File: config.mk
export PLATFORM = sky130hd
export DESIGN_NAME = async_tx
export DESIGN_NICKNAME = d
export VERILOG_FILES = /design/src/rtl/async_tx_pkg.sv /design/src/rtl/async_tx_cell_timer.sv /design/src/rtl/async_tx_frame_calc.sv /design/src/rtl/async_tx.sv
export SDC_FILE = /design/constraint.sdc
export NUM_CORES = 1
export LEC_CHECK = 0
export BUFFER_PORTS_ARGS = -buffer_cell sky130_fd_sc_hd__buf_2
export CORE_MARGIN = 2
export CORE_UTILIZATION = 40
export DETAILED_ROUTE_END_ITERATION = 6
export PLACE_DENSITY = 0.63
export SKIP_CTS_REPAIR_TIMING = 1
export SLEW_MARGIN = 20
export SYNTH_ARGS = -nofsm -noshare
export SYNTH_HDL_FRONTEND = slang
export SYNTH_SLANG_ARGS = --single-unit
File: constraint.sdc
create_clock -name clk -period 3.7 [get_ports clk]
set_input_delay 0.185 -clock clk [delete_from_list [all_inputs] [get_ports clk]]
set_output_delay 0.185 -clock clk [all_outputs]
set_load 0.02 [all_outputs]
File: src/rtl/async_tx_pkg.sv
package async_tx_pkg;

    typedef enum logic [2:0] {
        ST_IDLE,
        ST_START,
        ST_DATA,
        ST_PARITY,
        ST_STOP
    } tx_state_e;

    // character length code to (bits - 1)
    function automatic int len_minus_one(input logic [1:0] code);
        unique case (code)
            2'b00:   return 4;
            2'b01:   return 6;
            2'b10:   return 5;
            default: return 7;
        endcase
    endfunction

endpackage

File: src/rtl/async_tx_cell_timer.sv
module async_tx_cell_timer #(
    parameter int SUB_W = 6
) (
    input  logic             clk,
    input  logic             rst_n,
    input  logic             tick,
    input  logic [1:0]       div_sel,
    input  logic             restart,
    output logic [SUB_W:0]   ratio,
    output logic             cell_end
);
    localparam int CNT_W = SUB_W + 1;

    logic [SUB_W-1:0] sub_q;
    logic [SUB_W-1:0] last;

    always_comb begin
        if (div_sel == 2'b00) ratio = CNT_W'(1);
        else                  ratio = CNT_W'(1) << (32'(div_sel) + 3);
    end

    assign last     = SUB_W'(ratio - CNT_W'(1));
    assign cell_end = tick && (sub_q == last);

    always_ff @(posedge clk or negedge rst_n) begin
        if (!rst_n)        sub_q <= '0;
        else if (restart)  sub_q <= '0;
        else if (tick)     sub_q <= cell_end ? '0 : sub_q + 1'b1;
    end
endmodule

File: src/rtl/async_tx_frame_calc.sv
module async_tx_frame_calc #(
    parameter int DATA_W = 8,
    parameter int SUB_W  = 6,
    parameter int IDX_W  = $clog2(DATA_W),
    parameter int STOP_W = SUB_W + 2
) (
    input  logic [DATA_W-1:0] data,
    input  logic [1:0]        len_sel,
    input  logic              par_even,
    input  logic [1:0]        stop_sel,
    input  logic [SUB_W:0]    ratio,
    output logic [IDX_W-1:0]  nbits_m1,
    output logic              par_bit,
    output logic [STOP_W-1:0] stop_last
);
    import async_tx_pkg::*;

    logic [DATA_W-1:0] masked;
    logic [STOP_W-1:0] r;

    assign nbits_m1 = IDX_W'(len_minus_one(len_sel));

    for (genvar i = 0; i < DATA_W; i++) begin : g_mask
        assign masked[i] = data[i] & (IDX_W'(i) <= nbits_m1);
    end

    assign par_bit = par_even ? (^masked) : ~(^masked);
    assign r       = STOP_W'(ratio);

    always_comb begin
        unique case (stop_sel)
            2'b10:   stop_last = r + (r >> 1) - STOP_W'(1);
            2'b11:   stop_last = (r << 1) - STOP_W'(1);
            default: stop_last = r - STOP_W'(1);
        endcase
    end
endmodule

File: src/rtl/async_tx.sv
module async_tx #(
    parameter int DATA_W = 8,
    parameter int SUB_W  = 6
) (
    input  logic              clk,
    input  logic              rst_n,
    input  logic              tick_in,
    input  logic              tx_en,
    input  logic              brk_req,
    input  logic              rts_req,
    input  logic [1:0]        len_sel,
    input  logic [1:0]        stop_sel,
    input  logic              par_en,
    input  logic              par_even,
    input  logic [1:0]        div_sel,
    input  logic              wr_valid,
    input  logic [DATA_W-1:0] wr_data,
    output logic              txd,
    output logic              hold_empty,
    output logic              all_sent,
    output logic              rts_out
);
    import async_tx_pkg::*;

    localparam int IDX_W  = $clog2(DATA_W);
    localparam int STOP_W = SUB_W + 2;

    tx_state_e         state_q, state_d;
    logic [DATA_W-1:0] hold_q, shift_q;
    logic              hold_full_q;
    logic [IDX_W-1:0]  idx_q, nbits_q, nbits_c;
    logic              par_q, par_on_q, par_c;
    logic [STOP_W-1:0] stop_last_q, stop_last_c, stop_cnt_q;
    logic              brk_line_q, rts_q;
    logic [SUB_W:0]    ratio;
    logic              cell_end, stop_done, take, line;

    async_tx_cell_timer #(.SUB_W(SUB_W)) u_timer (
        .clk      (clk),
        .rst_n    (rst_n),
        .tick     (tick_in),
        .div_sel  (div_sel),
        .restart  (stop_done),
        .ratio    (ratio),
        .cell_end (cell_end)
    );

    async_tx_frame_calc #(
        .DATA_W (DATA_W),
        .SUB_W  (SUB_W),
        .IDX_W  (IDX_W),
        .STOP_W (STOP_W)
    ) u_calc (
        .data      (hold_q),
        .len_sel   (len_sel),
        .par_even  (par_even),
        .stop_sel  (stop_sel),
        .ratio     (ratio),
        .nbits_m1  (nbits_c),
        .par_bit   (par_c),
        .stop_last (stop_last_c)
    );

    assign stop_done = (state_q == ST_STOP) && tick_in && (stop_cnt_q == stop_last_q);

    // next state and transition naming
    always_comb begin
        state_d = state_q;
        take    = 1'b0;
        unique case (state_q)
            ST_IDLE: begin
                if (cell_end && tx_en && hold_full_q) begin   // load
                    state_d = ST_START;
                    take    = 1'b1;
                end
            end
            ST_START: begin
                if (cell_end) state_d = ST_DATA;               // first_data
            end
            ST_DATA: begin
                if (cell_end && idx_q == nbits_q)
                    state_d = par_on_q ? ST_PARITY : ST_STOP;  // to_parity / to_stop
            end
            ST_PARITY: begin
                if (cell_end) state_d = ST_STOP;               // parity_done
            end
            ST_STOP: begin
                if (stop_done) begin
                    if (tx_en && hold_full_q) begin            // chain
                        state_d = ST_START;
                        take    = 1'b1;
                    end else begin                             // drain
                        state_d = ST_IDLE;
                    end
                end
            end
            default: state_d = ST_IDLE;
        endcase
    end

    // state register
    always_ff @(posedge clk or negedge rst_n) begin
        if (!rst_n) state_q <= ST_IDLE;
        else        state_q <= state_d;
    end

    // datapath registers
    always_ff @(posedge clk or negedge rst_n) begin
        if (!rst_n) begin
            hold_q      <= '0;
            hold_full_q <= 1'b0;
            shift_q     <= '0;
            idx_q       <= '0;
            nbits_q     <= '0;
            par_q       <= 1'b0;
            par_on_q    <= 1'b0;
            stop_last_q <= '0;
            stop_cnt_q  <= '0;
            brk_line_q  <= 1'b0;
            rts_q       <= 1'b0;
        end else begin
            rts_q <= rts_req;
            if (wr_valid) begin
                hold_q      <= wr_data;
                hold_full_q <= 1'b1;
            end else if (take) begin
                hold_full_q <= 1'b0;
            end
            if (take) begin
                shift_q     <= hold_q;
                idx_q       <= '0;
                nbits_q     <= nbits_c;
                par_q       <= par_c;
                par_on_q    <= par_en;
                stop_last_q <= stop_last_c;
            end else if (state_q == ST_DATA && cell_end) begin
                shift_q <= shift_q >> 1;
                idx_q   <= idx_q + 1'b1;
            end
            if (state_q != ST_STOP && state_d == ST_STOP) stop_cnt_q <= '0;
            else if (state_q == ST_STOP && tick_in)       stop_cnt_q <= stop_cnt_q + 1'b1;
            if (cell_end || stop_done) brk_line_q <= brk_req;
        end
    end

    // outputs
    always_comb begin
        unique case (state_q)
            ST_IDLE:   line = 1'b1;
            ST_START:  line = 1'b0;
            ST_DATA:   line = shift_q[0];
            ST_PARITY: line = par_q;
            ST_STOP:   line = 1'b1;
            default:   line = 1'b1;
        endcase
        txd        = brk_line_q ? 1'b0 : line;
        hold_empty = !hold_full_q;
        all_sent   = (state_q == ST_IDLE) && !hold_full_q;
        rts_out    = rts_q;
    end
endmodule

* After elaboration in Yosys (flattened, before gate mapping)
Index checks and enable logic that the tools add are counted.
** Cells by class
- Add/sub/neg operators :: 9
- Shift operators :: 1
- Bitwise operators :: 9
- Mux-type cells :: 29
- Equal/unequal tests :: 13
- $lt $le $gt $ge :: 8
- Reductions and logical operators :: 20
** Operator list (number)
- $mux W8 :: 4
- $shl A1 B32 Y7 const A :: 1
- $mux W3 :: 8
- $mux W6 :: 3
- $pmux W8 S2 :: 1
- $sub A8 B1 Y8 const B :: 2
- $pmux W3 S5 :: 1
- $le A3 B3 Y1 const A :: 4
- $logic_and A1 B1 Y1 :: 10
- $add A7 B6 Y8 :: 1
- $add A8 B1 Y8 const B :: 1
- $and A1 B1 Y1 :: 8
- $eq A8 B8 Y1 :: 1
- $mux W1 :: 8
- $reduce_bool A2 Y1 :: 4
- $reduce_xor A8 Y1 :: 1
- $sub A7 B1 Y8 const B :: 1
- $mux W7 :: 1
- $add A6 B1 Y6 const B :: 1
- $eq A2 B2 Y1 const B :: 3
- $eq A3 B2 Y1 const B :: 2
- $eq A3 B3 Y1 const B :: 2
- $eq A6 B6 Y1 :: 1
- $le A1 B3 Y1 const A :: 2
- other kinds (16) :: 18
** Word-level totals
- Output and inout port bits :: 4
- Logic and storage cells :: 102
- Bits of input ports :: 23
- Register bits after elaboration :: 52

* Longest topological paths before layout
Gate-level depths: netlist of run 1.
- Word-level depth :: 13
- Mapped depth :: 8
- Mapped depth without buffers :: 6

* Hierarchy
From an unflattened synthesis of run 1, not the netlist that was laid out.
** Second synthesis, totals
- Cells, all modules :: 339
- Area, all modules :: 3432.0 um^2
** By module, submodules not included
- async_tx :: area an instance 2210.9 um^2, seq. area each 1151.1 um^2, instances 1, cells each 182
- async_tx_frame_calc :: area an instance 789.5 um^2, seq. area each 0.0 um^2, instances 1, cells each 109
- async_tx_cell_timer :: area an instance 431.7 um^2, seq. area each 150.1 um^2, instances 1, cells each 48

* Worst setup path after synthesis of run 1
No wires, ideal clock.
- Kind :: flip-flop to flip-flop
- Start :: register u_timer.sub_q[3]
- End :: register shift_q[1]
- Library setup time :: 125 ps
- Arrival :: 1945 ps
- Slack :: 1630 ps
- Clock period less this slack :: 2070 ps
- Cell stages (with the launch flop) :: 8
- Buffers on the path :: 1
- Data required time :: 3575 ps
- Cells stage by stage :: dfrtp_1 > nor3_1 > nand4_1 > a2111oi_2 > nand2b_1 > and3_1 > buf_6 > mux2_4
** Between the ends
- Cells in the longest elaborated chain, start to end :: 7
- Elaborated cells on any way between the ends :: 9
- Classes of those cells :: eq/ne: 1; mux: 3; reduce/logical: 5
** Ends and longest elaborated chain
- start: declaration :: line async_tx_cell_timer.sv:14 : logic [SUB_W-1:0] sub_q;
- start signal: assignment :: line async_tx_cell_timer.sv:28 : else if (tick) sub_q <= cell_end ? '0 : sub_q + 1'b1;
- $eq A6 B6 Y1 (*) :: line async_tx_cell_timer.sv:23 : assign cell_end = tick && (sub_q == last);
- $logic_and A1 B1 Y1 (*) :: line async_tx_cell_timer.sv:23
- $logic_and A1 B1 Y1 (2 in series) :: line async_tx.sv:72 : if (cell_end && tx_en && hold_full_q) begin
- $mux W1 :: line async_tx.sv:72
- $pmux W1 S2 :: line async_tx.sv:70 : unique case (state_q)
- $mux W8 / $reduce_bool A2 Y1 (equally long branches)
- end signal: assignment :: line async_tx.sv:130 : shift_q <= hold_q;
- end signal: assignment :: line async_tx.sv:137 : shift_q <= shift_q >> 1;
- end: declaration :: line async_tx.sv:29 : logic [DATA_W-1:0] hold_q, shift_q;
Mark *: on every way between the ends. The rest lies on a longest branch, timed or not.
A chain may end at the register's enable or synchronous reset.

* Worst setup path in the final report of run 1
- Start :: register u_timer.sub_q[3]
- End :: register shift_q[3]
The elaborated chain is that of the path after synthesis.

==> results of run 1 <==
-- worst max path at each step --
stage | to | slack (ns) | from
detailed placement | shift_q[0] | 1.28 | u_timer.sub_q[3]
global route | shift_q[0] | 0.99 | u_timer.sub_q[3]
floorplan | shift_q[1] | 1.63 | u_timer.sub_q[3]
finish | shift_q[3] | 1.27 | u_timer.sub_q[3]
global placement | shift_q[5] | 1.31 | u_timer.sub_q[3]
CTS | shift_q[0] | 1.25 | u_timer.sub_q[3]
-- cells by family after synthesis --
kind of cell,Yosys count
simple gates,87
flops,51
compound gates,31
xor+xnor,29
mux,26
buf+inv,14
fa+ha+maj,3
-- Yosys cell counts --
library cell,number
dfrtp_1,51
nand2_1,28
nor2_1,20
mux2_2,18
xnor2_1,16
xor2_1,13
o21ai_0,12
nand3_1,9
nand4_1,7
nor3_1,7
a21oi_1,6
inv_1,6
mux2_4,6
and3_1,4
clkbuf_1,4
a21o_1,3
ha_1,3
nand2b_1,3
a31oi_1,2
mux2i_1,2
nand3b_1,2
a2111oi_2,1
a21o_2,1
a21oi_2,1
a221o_1,1
a22oi_1,1
and2_1,1
and4_1,1
and4_2,1
and4b_1,1
buf_2,1
buf_4,1
buf_6,1
clkbuf_8,1
nand2_4,1
nand4b_1,1
nor2_4,1
o2111a_1,1
o211ai_2,1
o22ai_1,1
-- layer usage --
| metal | wire length [um] | vias up | GRT usage |
|---|---|---|---|
| met2 | 2300 | 33 | 0.250 |
| li1 | - | 887 | - |
| met1 | 2220 | 842 | 0.185 |
| met5 | 0 | - | 0 |
| met3 | 142 | 7 | 0.0334 |
| met4 | 57 | 0 | 0.0491 |
-- through the flow --
step           area, um^2  utilization  power (W)  setup slack, ns
2_1_floorplan        2590            -    0.00115             1.63
3_3_place_gp         2770        0.439    0.00126             1.31
3_5_place_dp         2770        0.439    0.00127             1.28
4_1_cts              2890        0.458    0.00169             1.25
5_1_grt              2900        0.460    0.00179            0.988
6_report             2900        0.460    0.00168             1.27
-- where the power goes --
group,internal (W),switching [W],total [W]
registers,0.000695,0.000113,0.000808
clock network,0.000223,0.000194,0.000416
logic,0.000240,0.000211,0.000452
total,0.00116,0.000517,0.00168
-- layout make-up --
cell class | instances | area [um^2]
multi-input combinational | 176 | 1240
clock inverter | 2 | 38.8
timing repair buffer | 28 | 148
fill | 621 | 3410
inverter | 6 | 22.5
sequential | 51 | 1280
tap | 77 | 96.3
clock buffer | 6 | 82.6
-- critical path, delay by kind of cell (launching register included) --
| kind | cells | cell delay, ns |
|---|---|---|
| and+or+nand+nor | 4 | 1.06 |
| DFF | 1 | 0.45 |
| muxes | 1 | 0.34 |
| AOI/OAI and AO/OA | 1 | 0.48 |
-- registers in the layout, indices dropped and copies added, names as in the netlist --
name / flops
nbits_q: 3
state_q: 3
par_q: 1
shift_q: 8
idx_q: 3
u_timer.sub_q: 6
rts_out: 1
hold_full_q: 1
stop_cnt_q: 8
stop_last_q: 7
par_on_q: 1
brk_line_q: 1
hold_q: 8
==> results.md, run 1 <==
* Clk pin slew, worst setup/hold paths at 0.10 ns
* Type of the worst min-delay path: input port to asynchronous set/reset pin
* Clock root cell: clkbuf_8
* Share of cells above drive strength 1 at 0.245
* Post-route DRC at 0
* Die ar. at 7130 um^2
* YS warnings at 0
* Violated checks: negative hold slack
* Critical-path cell list: nor3_1, nand4_1, a2111oi_2, nand2b_1, and3_1, mux2_4
* Synth Register Bits at 51
* Pwr dens at 577 nW/um^2
* Clock sink total at 51
* CTS max path bufs at 2
* Post-synthesis sequential area ratio at 0.493
* GRT Overall Usage at 0.147
* Detailed Route WL at 4.72 mm
* VDD IR max at 310 uV
* Max-Cap Viols at 0
* Slew HR at 0.449
* Starting Density at 0.410
* CORE AREA at 6310 um^2
* FF-to-FF End: shift_q[3]
* Clk Latency, worst-skew pair at 0.31 ns
* Gr ovfl total at 0
* Endpoints failing setup at 0
* CP required at 3.91 ns
* Synth area leader: dfrtp_1
* DR vias/cell at 5.11
* R2r startpoint: u_timer.sub_q[3]
* Crit path launch type: register
* Cell variety after synth at 40
* Non-filler instance count after layout at 346
* Worst-margin pin slew at 0.823 ns
* Num CTS Buffers at 5
* R2R setup slack at 1.27 ns
* WS Path Type: register to register
* Post-Synth Adder-Cell Area at 0.0145
* Syn avg cell area at 10.7 um^2
* Largest net degree at the start of global routing at 52
* Status: finished, violations left
* Router iterations before antenna repair at 4
* RSZ-0062 raised after global routing: false
* Final period util at 0.657
* Pins over their slew limit at 0
* Crit-path max FO at 10
* Placed Cells at 337
* Worst hold margin at -0.0262 ns
* P&R area growth vs syn at 12.1%
* Top cells by area, synth: dfrtp_1 49%, mux2_2 7.8%, xnor2_1 5.4%, xor2_1 4.4%, nand2_1 4.1%
* Final hold violation count at 44
* Initial DRC count at 104
* Mux share of post-synthesis cell area at 0.121
* Avg WL per Cell at 13.6 um
* N_diodes at 0
* Simple-gate portion of the synthesized area at 0.166
* Main combinational cell family by area after synthesis: simple AND/OR/NAND/NOR gates
* Syn nets at 267
* Antenna violations before repair at 0
* Setup crit end kind: register
* Number of port buffers at 26
* Highest-delay cell along the critical path: and3_1
* Commonest non-fill, non-tap cells in the layout: 51 x dfrtp_1, 28 x nand2_1, 26 x buf_2, 20 x nor2_1, 18 x mux2_2
* Vias in the first global route at 1767
* Layout Nets at 294
* CP peak stage delay at 0.49 ns
* Compound-gate portion of the synthesized area at 0.0792
* Post-DRT Antenna Nets at 0
* Mapped Cells at 241
* Final RePlAce weighted congestion at 0.748
* Clock Skews at 0.0151 ns
* Placement Rows at 29
* Top-area cell type share of the netlist area at 0.493
* Leakage at 1.40 nW
* Die Width at 84.5 um
* Crit path time final at 2.43 ns
* # H-tree levels at 2
* CTS tree: done
* First-pass GRT wire length at 8.38 mm
* Xor/xnor share of the synthesized area at 0.0981
* Most common cell after layout, fill and taps aside: dfrtp_1
* Setup TNS at 0 ns
* Detailed Place HPWL at 3.48 mm
* Die height at 84.5 um
* R2R cell count at 6
* I/O pin count at 27
* Arrival time at the worst endpoint at 2.64 ns
* Vias at 1769
* Max Fclk at 411 MHz
* Synthesized area at 2590 um^2
Note: power is estimated with default switching activity, not from simulation.
==> run 2: changes to the inputs <==
--- a/config.mk
+++ b/config.mk
@@ -5,6 +5,7 @@
 export SDC_FILE = /design/constraint.sdc
 export NUM_CORES = 1
 export LEC_CHECK = 0
+export ABC_AREA = 1
 export BUFFER_PORTS_ARGS = -buffer_cell sky130_fd_sc_hd__buf_2
 export CORE_MARGIN = 2
 export CORE_UTILIZATION = 40
==> constraint.sdc (replaced) <==
create_clock -name clk -period 2.3 [get_ports clk]
set_input_delay 0.115 -clock clk [delete_from_list [all_inputs] [get_ports clk]]
set_output_delay 0.115 -clock clk [all_outputs]
set_load 0.02 [all_outputs]
==> run 2 against run 1 <==
Compared with the run above: the run now ends clean; global-route usage grew 0.34 points; combinational power grew 76%; final cell count grew 29%; critical endpoint unchanged; cell area grew 4.9%; largest power group unchanged; register-to-register slack lost 0.76 ns; synthesized cell count grew 39%.
==> results.md, run 2 <==
* Share of cells above drive strength 1 at 0.177 (-0.0687)
* WS Path Type: register to register
* Async set-or-reset flop fraction in the synthesized netlist at 1.00 (unchanged)
* Post-route DRC at 0 (unchanged)
* CTS tree: done
* Most common cell after layout, fill and taps aside: nand2_1
* Xor/xnor share of the synthesized area at 0.0670 (-0.0311)
* Top FF cell, synth: dfrtp_1
* Type of the worst min-delay path: input port to register
* Clock sink total at 51 (unchanged)
* Number of port buffers at 26 (unchanged)
* Status: finished clean
* Most frequent cells after synthesis: 93 x nand2_1, 51 x dfrtp_1, 38 x inv_1
* Vias at 2120 (+20%)
* Starting Density at 0.409 (-0.00147)
* CP dominant cell by count: nand3_2
* Worst hold margin at 0.0131 ns (+0.0393 ns)
* Syn avg cell area at 8.17 um^2 (-24%)
* CP peak stage delay at 0.40 ns (-0.09 ns)
* First-pass GRT wire length at 9.00 mm (+7.3%)
* Arrival time at the worst endpoint at 2.00 ns (-0.64 ns)
* Top-area cell type share of the netlist area at 0.465 (-0.0281)
* CTS max path bufs at 2 (unchanged)
* Die Width at 86.9 um (+2.8%)
* R2R cell count at 9 (+3)
* Top Registers: hold_q x8, shift_q x8, stop_cnt_q x8
* VDD IR max at 377 uV (+21%)
* Final RePlAce weighted congestion at 0.755 (+0.99%)
* R2R setup slack at 0.51 ns (-0.76 ns)
* N_diodes at 0 (unchanged)
* Worst-margin pin slew at 0.640 ns (-0.183 ns)
* Endpoints failing setup at 0 (unchanged)
* Leakage at 1.59 nW (+13%)
* Synthesized area at 2750 um^2 (+6.0%)
* I/O pin count at 27 (unchanged)
* Max Fclk at 559 MHz (+36%)
* RSZ-0062 raised after global routing: false
* Syn nets at 362 (+36%)
* Post-DRT Antenna Nets at 0 (unchanged)
* Critical-path cell list: inv_2, nand3_2, nor2_4, nand3_2, o21ai_2, nand2_2, buf_4, o21ai_1, inv_1
* Num CTS Buffers at 5 (unchanged)
* Final hold violation count at 0 (-100%)
* Compound-gate portion of the synthesized area at 0.0861 (+0.00688)
* Clock root cell: clkbuf_8
* Top cells by area, synth: dfrtp_1 46%, nand2_1 13%, inv_1 5.2%, nand3_1 4.6%, xor2_1 4.1%
* DR vias/cell at 4.73 (-7.4%)
* Gr ovfl total at 0 (unchanged)
* Top-count cell post-synth: nand2_1
* Synth area leader: dfrtp_1
* Post-synthesis sequential area ratio at 0.465 (-0.0281)
* Crit-path max FO at 18 (+8)
* Synth Register Bits at 51 (unchanged)
* YS warnings at 0 (unchanged)
* P&R area growth vs syn at 10.9%
* Initial DRC count at 75 (-28%)
* CP required at 2.51 ns (-1.40 ns)
* Post-Synth Adder-Cell Area at 0.0137 (-0.000825)
* Die ar. at 7540 um^2 (+5.8%)
* Router iterations before antenna repair at 4 (unchanged)
* Crit path launch type: register
* Detailed Place HPWL at 3.78 mm (+8.7%)
* Clk Latency, worst-skew pair at 0.31 ns (about the same)
* Commonest non-fill, non-tap cells in the layout: 93 x nand2_1, 51 x dfrtp_1, 38 x inv_1, 28 x nor2_1, 26 x buf_2
* # H-tree levels at 2 (unchanged)
* CORE AREA at 6720 um^2 (+6.4%)
* Die height at 86.9 um (+2.8%)
* Cell variety after synth at 33 (-18%)
* Clk pin slew, worst setup/hold paths at 0.09 ns (about the same)
* Antenna violations before repair at 0 (unchanged)
* Hold depth at 3
* Avg WL per Cell at 11.4 um (-16%)
* Setup crit end kind: register
* Simple-gate portion of the synthesized area at 0.268 (+0.102)
* Mapped Cells at 336 (+39%)
* Clock Skews at 0.0120 ns (-0.00304 ns)
* Largest net degree at the start of global routing at 52 (unchanged)
* Final period util at 0.778 (+0.121)
* Slew HR at 0.573 (+0.124)
* Setup TNS at 0 ns (unchanged)
* Pins over their slew limit at 0 (unchanged)
* Vias in the first global route at 1995 (+13%)
* Mux share of post-synthesis cell area at 0.0205 (-0.100)
* Post-synth EDFFs at 0 (unchanged)
* Pwr dens at 875 nW/um^2 (+52%)
* FILL cells at 648 (+4.3%)
* Placement Rows at 30 (+3.4%)
* Layout Nets at 393 (+34%)
* GRT Overall Usage at 0.150 (+0.00336)
* Detailed Route WL at 5.12 mm (+8.4%)
* Max-Cap Viols at 0 (unchanged)
* Highest-delay cell along the critical path: dfrtp_1
* Crit path time final at 1.79 ns (-0.642 ns)
* Main combinational cell family by area after synthesis: simple AND/OR/NAND/NOR gates
-- run 2: cell count changes after synthesis, sizes merged, moves of 3 or more --
cell	change
nand3	+19
a21o	-3
nand2	+69
nor3	-4
inv	+37
nand2b	-3
and3	-4
nor2	+10
mux2	-19
o21ai	+14
nand4	-5
xnor2	-8
clkbuf	-4
-- run 2: final cells by class --
class                      count  area, um^2  area share
tap                           80         100      0.0329
multi-input combinational    235        1250       0.410
timing repair buffer          30         165      0.0542
sequential                    51        1280       0.419
inverter                      44         170      0.0559
clock buffer                   5        68.8      0.0226
clock inverter                 3        15.0     0.00493
-- run 2: power by group --
group,switching (W),internal (W)
registers,0.000206,0.00116
clock network,0.000294,0.000209
logic,0.000439,0.000357
total,0.000939,0.00173
-- run 2: kinds of logic (layout without fill, tap and decap cells) --
| group | after synthesis | count (layout) |
|---|---|---|
| AOI/OAI and AO/OA | 41 | 41 |
| xor gates and xnor gates | 21 | 21 |
| adders and majority gates | 3 | 3 |
| buffers and inverters | 50 | 82 |
| DFF | 51 | 51 |
| muxes | 5 | 5 |
| and+or+nand+nor | 165 | 165 |
-- run 2: path summary, 6_finish.rpt --
check | from | endpoint
hold / removal | wr_data[6] | hold_q[6]
min in group asynchronous | rst_n | hold_q[0]
hold reg to reg | shift_q[1] | shift_q[0]
setup reg to reg | state_q[1] | shift_q[3]
max in group asynchronous | rst_n | hold_q[7]
setup / recovery | state_q[1] | shift_q[3]
-- run 2: layer usage --
layer | routed length, um | GRT usage | vias to the layer above
met3 | 128 | 0.0294 | 5
li1 | - | - | 1120
met5 | 0 | 0 | -
met1 | 2620 | 0.214 | 967
met4 | 49 | 0.0469 | 0
met2 | 2320 | 0.230 | 28
-- run 2: critical path, delay by kind of cell, from the launching register on --
family,cells,cell delay [ns]
compound gates,2,0.21
simple gates,4,0.67
flops,1,0.40
buf+inv,3,0.40
-- run 2: metrics by stage --
stage                     power, W  cells   util  instance area (um^2)  setup slack (ns)
after detailed placement   0.00219    438  0.438                  2940             0.503
final                      0.00267    448  0.453                  3050             0.510
after floorplan            0.00198    336      -                  2750             0.734
after global placement     0.00216    438  0.438                  2940             0.575
after CTS                  0.00270    446  0.450                  3030             0.490
after global routing       0.00290    448  0.453                  3050             0.281
